## config.mk

```make
export PLATFORM = sky130hd
export DESIGN_NAME = wbm_top
export DESIGN_NICKNAME = d
export VERILOG_FILES = /design/src/rtl/wbm_pkg.sv /design/src/rtl/wbm_tick.sv /design/src/rtl/wbm_datapath.sv /design/src/rtl/wbm_ctrl.sv /design/src/rtl/wbm_top.sv
export SDC_FILE = /design/constraint.sdc
export NUM_CORES = 1
export LEC_CHECK = 0
export ABC_AREA = 1
export CORE_ASPECT_RATIO = 0.6
export CORE_MARGIN = 3
export CORE_UTILIZATION = 40
export DETAILED_ROUTE_END_ITERATION = 16
export DONT_BUFFER_PORTS = 1
export HOLD_SLACK_MARGIN = 0.08
export MAX_ROUTING_LAYER = met4
export PLACE_DENSITY_LB_ADDON = 0.12
export SETUP_SLACK_MARGIN = 0.1
export SYNTH_ARGS = -nofsm -noshare
export SYNTH_HDL_FRONTEND = slang
export SYNTH_SLANG_ARGS = --single-unit
```

## constraint.sdc

```tcl
create_clock -name clk -period 4.4 [get_ports clk]
set_input_delay 0.88 -clock clk [delete_from_list [all_inputs] [get_ports clk]]
set_output_delay 0.88 -clock clk [all_outputs]
set_load 0.02 [all_outputs]
```

## src/rtl/wbm_pkg.sv

```systemverilog
`timescale 1ns/1ps
package wbm_pkg;
  typedef enum logic [1:0] {
    OP_RESET = 2'd0,
    OP_WRITE = 2'd1,
    OP_READ  = 2'd2,
    OP_ID    = 2'd3
  } wbm_op_e;

  // strobes from control to datapath
  typedef struct packed {
    logic load;
    logic sampleBit;
    logic samplePres;
    logic shift;
  } wbm_strobe_t;

  localparam int ID_BITS   = 64;
  localparam int BYTE_BITS = 8;
  localparam logic [7:0] CRC_POLY_REFL = 8'h8C;
endpackage

```

## src/rtl/wbm_tick.sv

```systemverilog
`timescale 1ns/1ps
module wbm_tick #(
  parameter int CLK_PER_US = 200
) (
  input  logic clk,
  input  logic rst,
  output logic tick
);
  localparam int W = $clog2(CLK_PER_US + 1);
  localparam logic [W-1:0] LAST = W'(CLK_PER_US - 1);

  logic [W-1:0] divCnt;

  always_ff @(posedge clk) begin
    if (rst) divCnt <= '0;
    else if (divCnt == LAST) divCnt <= '0;
    else divCnt <= divCnt + 1'b1;
  end

  assign tick = (divCnt == LAST);

  generate
    if (CLK_PER_US > 1) begin : g_spacing
      assert_tick_spacing_R4: assert property (@(posedge clk) disable iff (rst)
        tick |=> !tick);
    end
  endgenerate
endmodule

```

## src/rtl/wbm_datapath.sv

```systemverilog
`timescale 1ns/1ps
module wbm_datapath
  import wbm_pkg::*;
(
  input  logic          clk,
  input  logic          rst,
  input  wbm_strobe_t   stb,
  input  wbm_op_e       cmdOp,
  input  logic [7:0]    cmdData,
  input  logic [63:0]   cmdId,
  input  logic          lineIn,
  output logic          longLow,
  output logic          bitsDone,
  output logic [7:0]    rdData,
  output logic          presence,
  output logic          crcOk
);
  localparam int CNT_W = $clog2(ID_BITS + 1);

  logic [1:0]         lineSync;
  logic [ID_BITS-1:0] shiftQ;
  logic [CNT_W-1:0]   bitsLeft;
  logic               readBitQ;
  wbm_op_e            opQ;
  logic [7:0]         crcQ, crcNext, rdQ;
  logic               presQ, crcOkQ, bitNow;

  assign bitNow  = (opQ == OP_READ) ? readBitQ : shiftQ[0];
  assign crcNext = {1'b0, crcQ[7:1]} ^ ((crcQ[0] ^ bitNow) ? CRC_POLY_REFL : 8'h00);

  always_ff @(posedge clk) begin
    if (rst) begin
      lineSync <= 2'b11;
      shiftQ   <= '0;
      bitsLeft <= '0;
      readBitQ <= 1'b1;
      opQ      <= OP_RESET;
      crcQ     <= '0;
      rdQ      <= '0;
      presQ    <= 1'b0;
      crcOkQ   <= 1'b0;
    end else begin
      lineSync <= {lineSync[0], lineIn};
      if (stb.load) begin
        opQ <= cmdOp;
        shiftQ <= (cmdOp == OP_ID) ? cmdId : ID_BITS'(cmdData);
        case (cmdOp)
          OP_ID:    bitsLeft <= CNT_W'(ID_BITS);
          OP_RESET: bitsLeft <= '0;
          default:  bitsLeft <= CNT_W'(BYTE_BITS);
        endcase
        if (cmdOp == OP_ID) begin
          crcQ   <= '0;
          crcOkQ <= 1'b0;
        end
      end
      if (stb.samplePres) presQ <= !lineSync[1];
      if (stb.sampleBit) readBitQ <= lineSync[1];
      if (stb.shift) begin
        shiftQ   <= {1'b0, shiftQ[ID_BITS-1:1]};
        bitsLeft <= bitsLeft - 1'b1;
        if (opQ == OP_READ) rdQ <= {bitNow, rdQ[7:1]};
        if (opQ == OP_ID) begin
          crcQ <= crcNext;
          if (bitsLeft == CNT_W'(1)) crcOkQ <= (crcNext == 8'h00);
        end
      end
    end
  end

  assign longLow  = (opQ == OP_WRITE || opQ == OP_ID) && !shiftQ[0];
  assign bitsDone = (bitsLeft == '0);
  assign rdData   = rdQ;
  assign presence = presQ;
  assign crcOk    = crcOkQ;

  assert_shift_has_bits_R5: assert property (@(posedge clk) disable iff (rst)
    stb.shift |-> bitsLeft != '0);
  assert_crc_flag_from_id_R8: assert property (@(posedge clk) disable iff (rst)
    $rose(crcOkQ) |-> opQ == OP_ID);
endmodule

```

## src/rtl/wbm_ctrl.sv

```systemverilog
`timescale 1ns/1ps
module wbm_ctrl
  import wbm_pkg::*;
#(
  parameter int CLK_PER_US  = 200,
  parameter int T_RST_LOW   = 480,
  parameter int T_PRES      = 70,
  parameter int T_RST_TOTAL = 960,
  parameter int T_SLOT      = 60,
  parameter int T_LOW       = 6,
  parameter int T_RDSAMP    = 15,
  parameter int T_REC       = 2
) (
  input  logic        clk,
  input  logic        rst,
  input  logic        tick,
  input  logic        cmdValid,
  input  wbm_op_e     cmdOp,
  input  logic        longLow,
  input  logic        bitsDone,
  output wbm_strobe_t stb,
  output logic        busy,
  output logic        done,
  output logic        lineDrvLow
);
  localparam int US_W = $clog2(T_RST_TOTAL + 1);
  localparam logic [US_W-1:0] L_RST_LOW  = US_W'(T_RST_LOW);
  localparam logic [US_W-1:0] L_PRES     = US_W'(T_RST_LOW + T_PRES);
  localparam logic [US_W-1:0] L_RST_END  = US_W'(T_RST_TOTAL - 1);
  localparam logic [US_W-1:0] L_SLOT     = US_W'(T_SLOT);
  localparam logic [US_W-1:0] L_SLOT_END = US_W'(T_SLOT - 1);
  localparam logic [US_W-1:0] L_LOW      = US_W'(T_LOW);
  localparam logic [US_W-1:0] L_RDSAMP   = US_W'(T_RDSAMP);
  localparam logic [US_W-1:0] L_REC_END  = US_W'(T_REC - 1);
  localparam int LOW_MAX = (T_RST_LOW + 1) * CLK_PER_US;

  typedef enum logic [1:0] {S_IDLE, S_RST, S_SLOT, S_REC} state_e;

  state_e          stateQ;
  logic [US_W-1:0] usCnt;
  logic            doneQ, drvQ, drvComb;
  logic [31:0]     lowRun;

  always_comb begin
    stb.load       = (stateQ == S_IDLE) && cmdValid;
    stb.sampleBit  = (stateQ == S_SLOT) && tick && (usCnt == L_RDSAMP);
    stb.samplePres = (stateQ == S_RST) && tick && (usCnt == L_PRES);
    stb.shift      = (stateQ == S_SLOT) && tick && (usCnt == L_SLOT_END);
    drvComb = ((stateQ == S_RST) && (usCnt < L_RST_LOW)) ||
              ((stateQ == S_SLOT) && (usCnt < (longLow ? L_SLOT : L_LOW)));
  end

  always_ff @(posedge clk) begin
    if (rst) begin
      stateQ <= S_IDLE;
      usCnt  <= '0;
      doneQ  <= 1'b0;
      drvQ   <= 1'b0;
    end else begin
      doneQ <= 1'b0;
      drvQ  <= drvComb;
      case (stateQ)
        S_IDLE: if (cmdValid) begin
          stateQ <= (cmdOp == OP_RESET) ? S_RST : S_SLOT;
          usCnt  <= '0;
        end
        S_RST: if (tick) begin
          if (usCnt == L_RST_END) begin
            stateQ <= S_IDLE;
            doneQ  <= 1'b1;
          end else usCnt <= usCnt + 1'b1;
        end
        S_SLOT: if (tick) begin
          if (usCnt == L_SLOT_END) begin
            stateQ <= S_REC;
            usCnt  <= '0;
          end else usCnt <= usCnt + 1'b1;
        end
        default: if (tick) begin
          if (usCnt == L_REC_END) begin
            usCnt <= '0;
            if (bitsDone) begin
              stateQ <= S_IDLE;
              doneQ  <= 1'b1;
            end else stateQ <= S_SLOT;
          end else usCnt <= usCnt + 1'b1;
        end
      endcase
    end
  end

  assign busy       = (stateQ != S_IDLE);
  assign done       = doneQ;
  assign lineDrvLow = drvQ;

  // length of the current low drive, for the pulse-width bound
  always_ff @(posedge clk) begin
    if (rst) lowRun <= '0;
    else lowRun <= drvQ ? lowRun + 1 : '0;
  end

  assert_idle_released_R10: assert property (@(posedge clk) disable iff (rst)
    !busy |-> !lineDrvLow);
  assert_done_single_R9: assert property (@(posedge clk) disable iff (rst)
    done |=> !done);
  assert_done_ends_busy_R9: assert property (@(posedge clk) disable iff (rst)
    done |-> !busy);
  assert_low_bounded_R2: assert property (@(posedge clk) disable iff (rst)
    lowRun <= 32'(LOW_MAX));
endmodule

```

## src/rtl/wbm_top.sv

```systemverilog
`timescale 1ns/1ps
module wbm_top
  import wbm_pkg::*;
#(
  parameter int CLK_PER_US = 200
) (
  input  logic        clk,
  input  logic        rst,
  input  logic        cmdValid,
  input  logic [1:0]  cmdOp,
  input  logic [7:0]  cmdData,
  input  logic [63:0] cmdId,
  output logic        busy,
  output logic        done,
  output logic [7:0]  rdData,
  output logic        presence,
  output logic        crcOk,
  input  logic        lineIn,
  output logic        lineDrvLow
);
  wbm_strobe_t stb;
  wbm_op_e     opEnum;
  logic        tick, longLow, bitsDone;

  assign opEnum = wbm_op_e'(cmdOp);

  wbm_tick #(.CLK_PER_US(CLK_PER_US)) u_tick (
    .clk(clk), .rst(rst), .tick(tick));

  wbm_ctrl #(.CLK_PER_US(CLK_PER_US)) u_ctrl (
    .clk(clk), .rst(rst), .tick(tick), .cmdValid(cmdValid), .cmdOp(opEnum),
    .longLow(longLow), .bitsDone(bitsDone), .stb(stb), .busy(busy),
    .done(done), .lineDrvLow(lineDrvLow));

  wbm_datapath u_dp (
    .clk(clk), .rst(rst), .stb(stb), .cmdOp(opEnum), .cmdData(cmdData),
    .cmdId(cmdId), .lineIn(lineIn), .longLow(longLow), .bitsDone(bitsDone),
    .rdData(rdData), .presence(presence), .crcOk(crcOk));
endmodule

```

==> results.md <==
- Outcome: finished, final reports clean
- Netlist area before placement: 5401 um^2
- Fraction of synthesized area in multiplexers: 0
- Data arrival time of the worst path: 2.94 ns
- Post-Place Cell Area: 5448 um^2
- Leakage power summed over all cells: 2.239 nW
- Clock root buffer: sky130_fd_sc_hd__clkbuf_16
- Final Cell Area: 5991 um^2
- Critical path launch point type: flop
- Syn Inst Count: 763
- Most frequent cells in the layout: 263 x sky130_fd_sc_hd__nand2_1, 116 x sky130_fd_sc_hd__dfxtp_1, 67 x sky130_fd_sc_hd__nor2_1
- Worst-path cell chain: nor2_1 > nand2_1 > inv_1 > nor2_4 > buf_4 > nand2_1 > a31oi_1
- Sum of overflow across all layers after global routing: 0
- Post-CTS setup buffer count: 0
- Worst clock skew: 0.008512 ns
- Number of setup violations in the final report: 0
- Worst slew pin tran: 0.9087 ns
- Number of vias per cell after detailed routing: 5.226
- Reg-to-reg endpoint: u_dp.shiftQ[38]
- Clock network fraction of design power: 0.480
- Yosys cell types: 32
- Gpl congestion: 0.9669
- Global-route wire length before repair: 21.94 mm
- Critical path's largest stage delay: 0.59 ns
- Share of the clock period used by the worst path after layout: 0.5949
- Power density over cell area: 426.6 nW/um^2
- Fraction of synthesized cell area in xor and xnor cells: 0.008107
- Cell type group with the largest total delay on the critical path: simple AND/OR/NAND/NOR gates
- Routed length per instance: 14.67 um
- Flip-flop and latch count after synthesis: 116
- Combinational share of power: 0.083
- Compound-cell area share of the yosys netlist: 0.1536
- Most common cell type on the critical path: sky130_fd_sc_hd__nand2_1
- Number of detailed-route iterations in the first pass: 5
- Crit Reg-Reg Startpoint: u_ctrl.stateQ[0]
- Chip height: 96.01 um
- Nets in the synthesized netlist: 852
- Worst hold path class: reg2reg
- Number of buffers inserted by port buffering: 0
- Iteration-0 DRC Markers: 508
- Global-route total usage across every layer: 0.1887
- Worst-Skew Late Latency: 0.41 ns
- Number of ports placed on the die boundary: 91
- Die area: 14980 um^2
- Capturing instance or port of the critical path: u_dp.shiftQ[38]
- Cell row count: 32
- Combinational family with the most area after synthesis: simple AND/OR/NAND/NOR gates
- Data required time at the worst endpoint: 4.73 ns
- Total number of vias: 4907
- Net switching power figure: 672.8 uW
- Highest ir drop seen on vdd: 0.1875 mV
- Initial core utilization: 0.4151
- Share of final-layout standard cells stronger than drive strength 1: 0.08639
- Critical Path Stages: 7
- CP max stage cell: sky130_fd_sc_hd__nor2_4
- Post-CTS Hold Buffers: 0
- Max Freq: 382.0 MHz
- Core occupancy in the finished layout: 0.4604
- Average footprint of a synthesized cell: 7.079 um^2
- CTS tree: done
- Largest fanout on the critical path: 42
- Internal power: 1.883 mW
- Setup TNS: 0 ns
- Clk buf depth: 2
- P&R area growth vs syn: 10.91%
- Switching part of the total: 0.2632
- Die width: 156.0 um
- Final HPWL DP: 9.362 mm
- Largest net degree at the start of global routing: 85
- Final std cells w/o fill: 939
- Max_slew headroom: 0.3919
- Synth warn: 0
- Number of nets still failing antenna checks after routing: 0
- Antenna violations before repair: 5
- Total wire length after detailed routing: 13.78 mm
- CORE AREA: 13010 um^2
- Number of cells on the worst hold path: 1
- Clock sink total: 116
- Shortest clock period the worst path allows after layout: 2.618 ns
- H-tree lvl count: 4
- Vias in the first global route: 4428
- # resized after CTS: 0
- RSZ-0062 raised after global routing: no
- Commonest non-fill, non-tap cell in the layout: sky130_fd_sc_hd__nand2_1
- Final Hold Viols: 0
- Post-synthesis share of cell area spent on full adders, half adders and majority gates: 0.02548
- Placed insts: 902
- Fill cells: 1342
- Number of clock buffers inserted by TritonCTS: 17
- Number of max-cap violations: 0
- Synth Area in Simple Gates: 0.3067
- Number of pins exceeding their max-slew limit in the final report: 0
- Crit Path Class: reg2reg
- Beginning of the critical path: u_ctrl.stateQ[0]
- Count of cells along the worst register-to-register path: 7
- Layout Nets: 840
- Share of synthesized area occupied by flip-flops and latches: 0.4299
- Minimum setup slack among reg-to-reg paths: 1.78 ns
- Critical path capture point type: flop
- Clock Pin Slew Worst Setup and Hold Paths: 0.05 ns
- DR DRC count: 0
- Proportion of power drawn by flip-flops and latches: 0.437
- Critical path buffers and inverters: 2
-- cell families (layout without fill, tap and decap cells) --
| logic type | Yosys count | count (layout) |
|---|---|---|
| buffers and inverters | 92 | 93 |
| adder cells (fa/ha/maj) | 11 | 11 |
| flip-flops | 116 | 116 |
| XOR/XNOR | 5 | 5 |
| AND/OR/NAND/NOR | 396 | 396 |
| AO/OA/AOI/OAI | 143 | 143 |
| other | 0 | 5 |
-- layout make-up --
type	instances	area (um^2)	share of cell area
clock inverters	12	83.83	0.01399
diodes	5	12.51	0.002089
inverters	58	217.7	0.03634
clock buffers	20	446.7	0.07456
multi-input cells	555	2673	0.4461
well taps	170	212.7	0.03551
flip-flops and latches	116	2322	0.3876
repair buffers	3	22.52	0.003759
-- Yosys cell counts (all sizes together) --
| cell | number | share of area |
|---|---|---|
| o311ai | 1 | 0.0016 |
| o211ai | 9 | 0.013 |
| a21oi | 36 | 0.033 |
| or2 | 11 | 0.013 |
| xnor2 | 2 | 0.0032 |
| nand4 | 12 | 0.015 |
| xor2 | 3 | 0.0049 |
| nand3 | 26 | 0.024 |
| ha | 11 | 0.025 |
| buf | 19 | 0.025 |
| o22ai | 1 | 0.0012 |
| a31o | 1 | 0.0016 |
| nor3 | 4 | 0.0037 |
| dfxtp | 116 | 0.43 |
| nand2 | 266 | 0.19 |
| nand3b | 2 | 0.0028 |
| o21ai | 31 | 0.029 |
| inv | 58 | 0.040 |
| o2111ai | 1 | 0.0016 |
| a31oi | 63 | 0.073 |
| clkbuf | 15 | 0.011 |
| nor2 | 75 | 0.062 |
-- routing by layer --
| metal | GRT usage | vias to the layer above | share of wire |
|---|---|---|---|
| met1 | 0.2592 | 2229 | 0.50 |
| li1 | - | 2504 | - |
| met5 | - | - | 0 |
| met2 | 0.2543 | 163 | 0.40 |
| met3 | 0.06694 | 11 | 0.089 |
| met4 | 0.06539 | 0 | 0.0074 |
-- power by group through the flow --
stage / logic (mW) / clock network (mW) / registers (mW)
floorplan: 0.182 / 0 / 1.13
global placement: 0.204 / 0 / 1.14
detailed placement: 0.211 / 0 / 1.14
CTS: 0.211 / 1.26 / 1.12
global route: 0.242 / 1.30 / 1.12
finish: 0.213 / 1.23 / 1.12
-- state kept, by name, indices dropped and copies added (netlist names) --
name and flops:
u_dp.rdData 8, u_dp.readBitQ 1, u_ctrl.stateQ 2, u_ctrl.lineDrvLow 1, u_tick.divCnt 8, u_dp.shiftQ 64
u_dp.bitsLeft 7, u_dp.opQ 2, u_dp.lineSync 2, u_dp.presence 1, u_dp.crcQ 8, u_ctrl.done 1
u_ctrl.usCnt 10, u_dp.crcOk 1
-- stage by stage --
step	worst slack [ns]	power, mW	hold slack, ns
final	1.782	2.556	0.4084
after global routing	1.573	2.664	0.4221
after CTS	1.820	2.584	0.4105
after detailed placement	1.397	1.349	0.4018
after global placement	1.501	1.343	0.3988
after floorplan	2.318	1.314	0.3895
-- how the worst min path moves through the flow --
stage / endpoint / start / slack [ns]
after CTS: u_dp.lineSync[1] / u_dp.lineSync[0] / 0.41
after floorplan: u_dp.lineSync[1] / u_dp.lineSync[0] / 0.39
after detailed placement: u_dp.lineSync[1] / u_dp.lineSync[0] / 0.40
after global placement: u_dp.lineSync[1] / u_dp.lineSync[0] / 0.40
final: u_dp.lineSync[1] / u_dp.lineSync[0] / 0.41
after global routing: u_dp.lineSync[1] / u_dp.lineSync[0] / 0.42
Note: power is estimated with default switching activity, not from simulation.
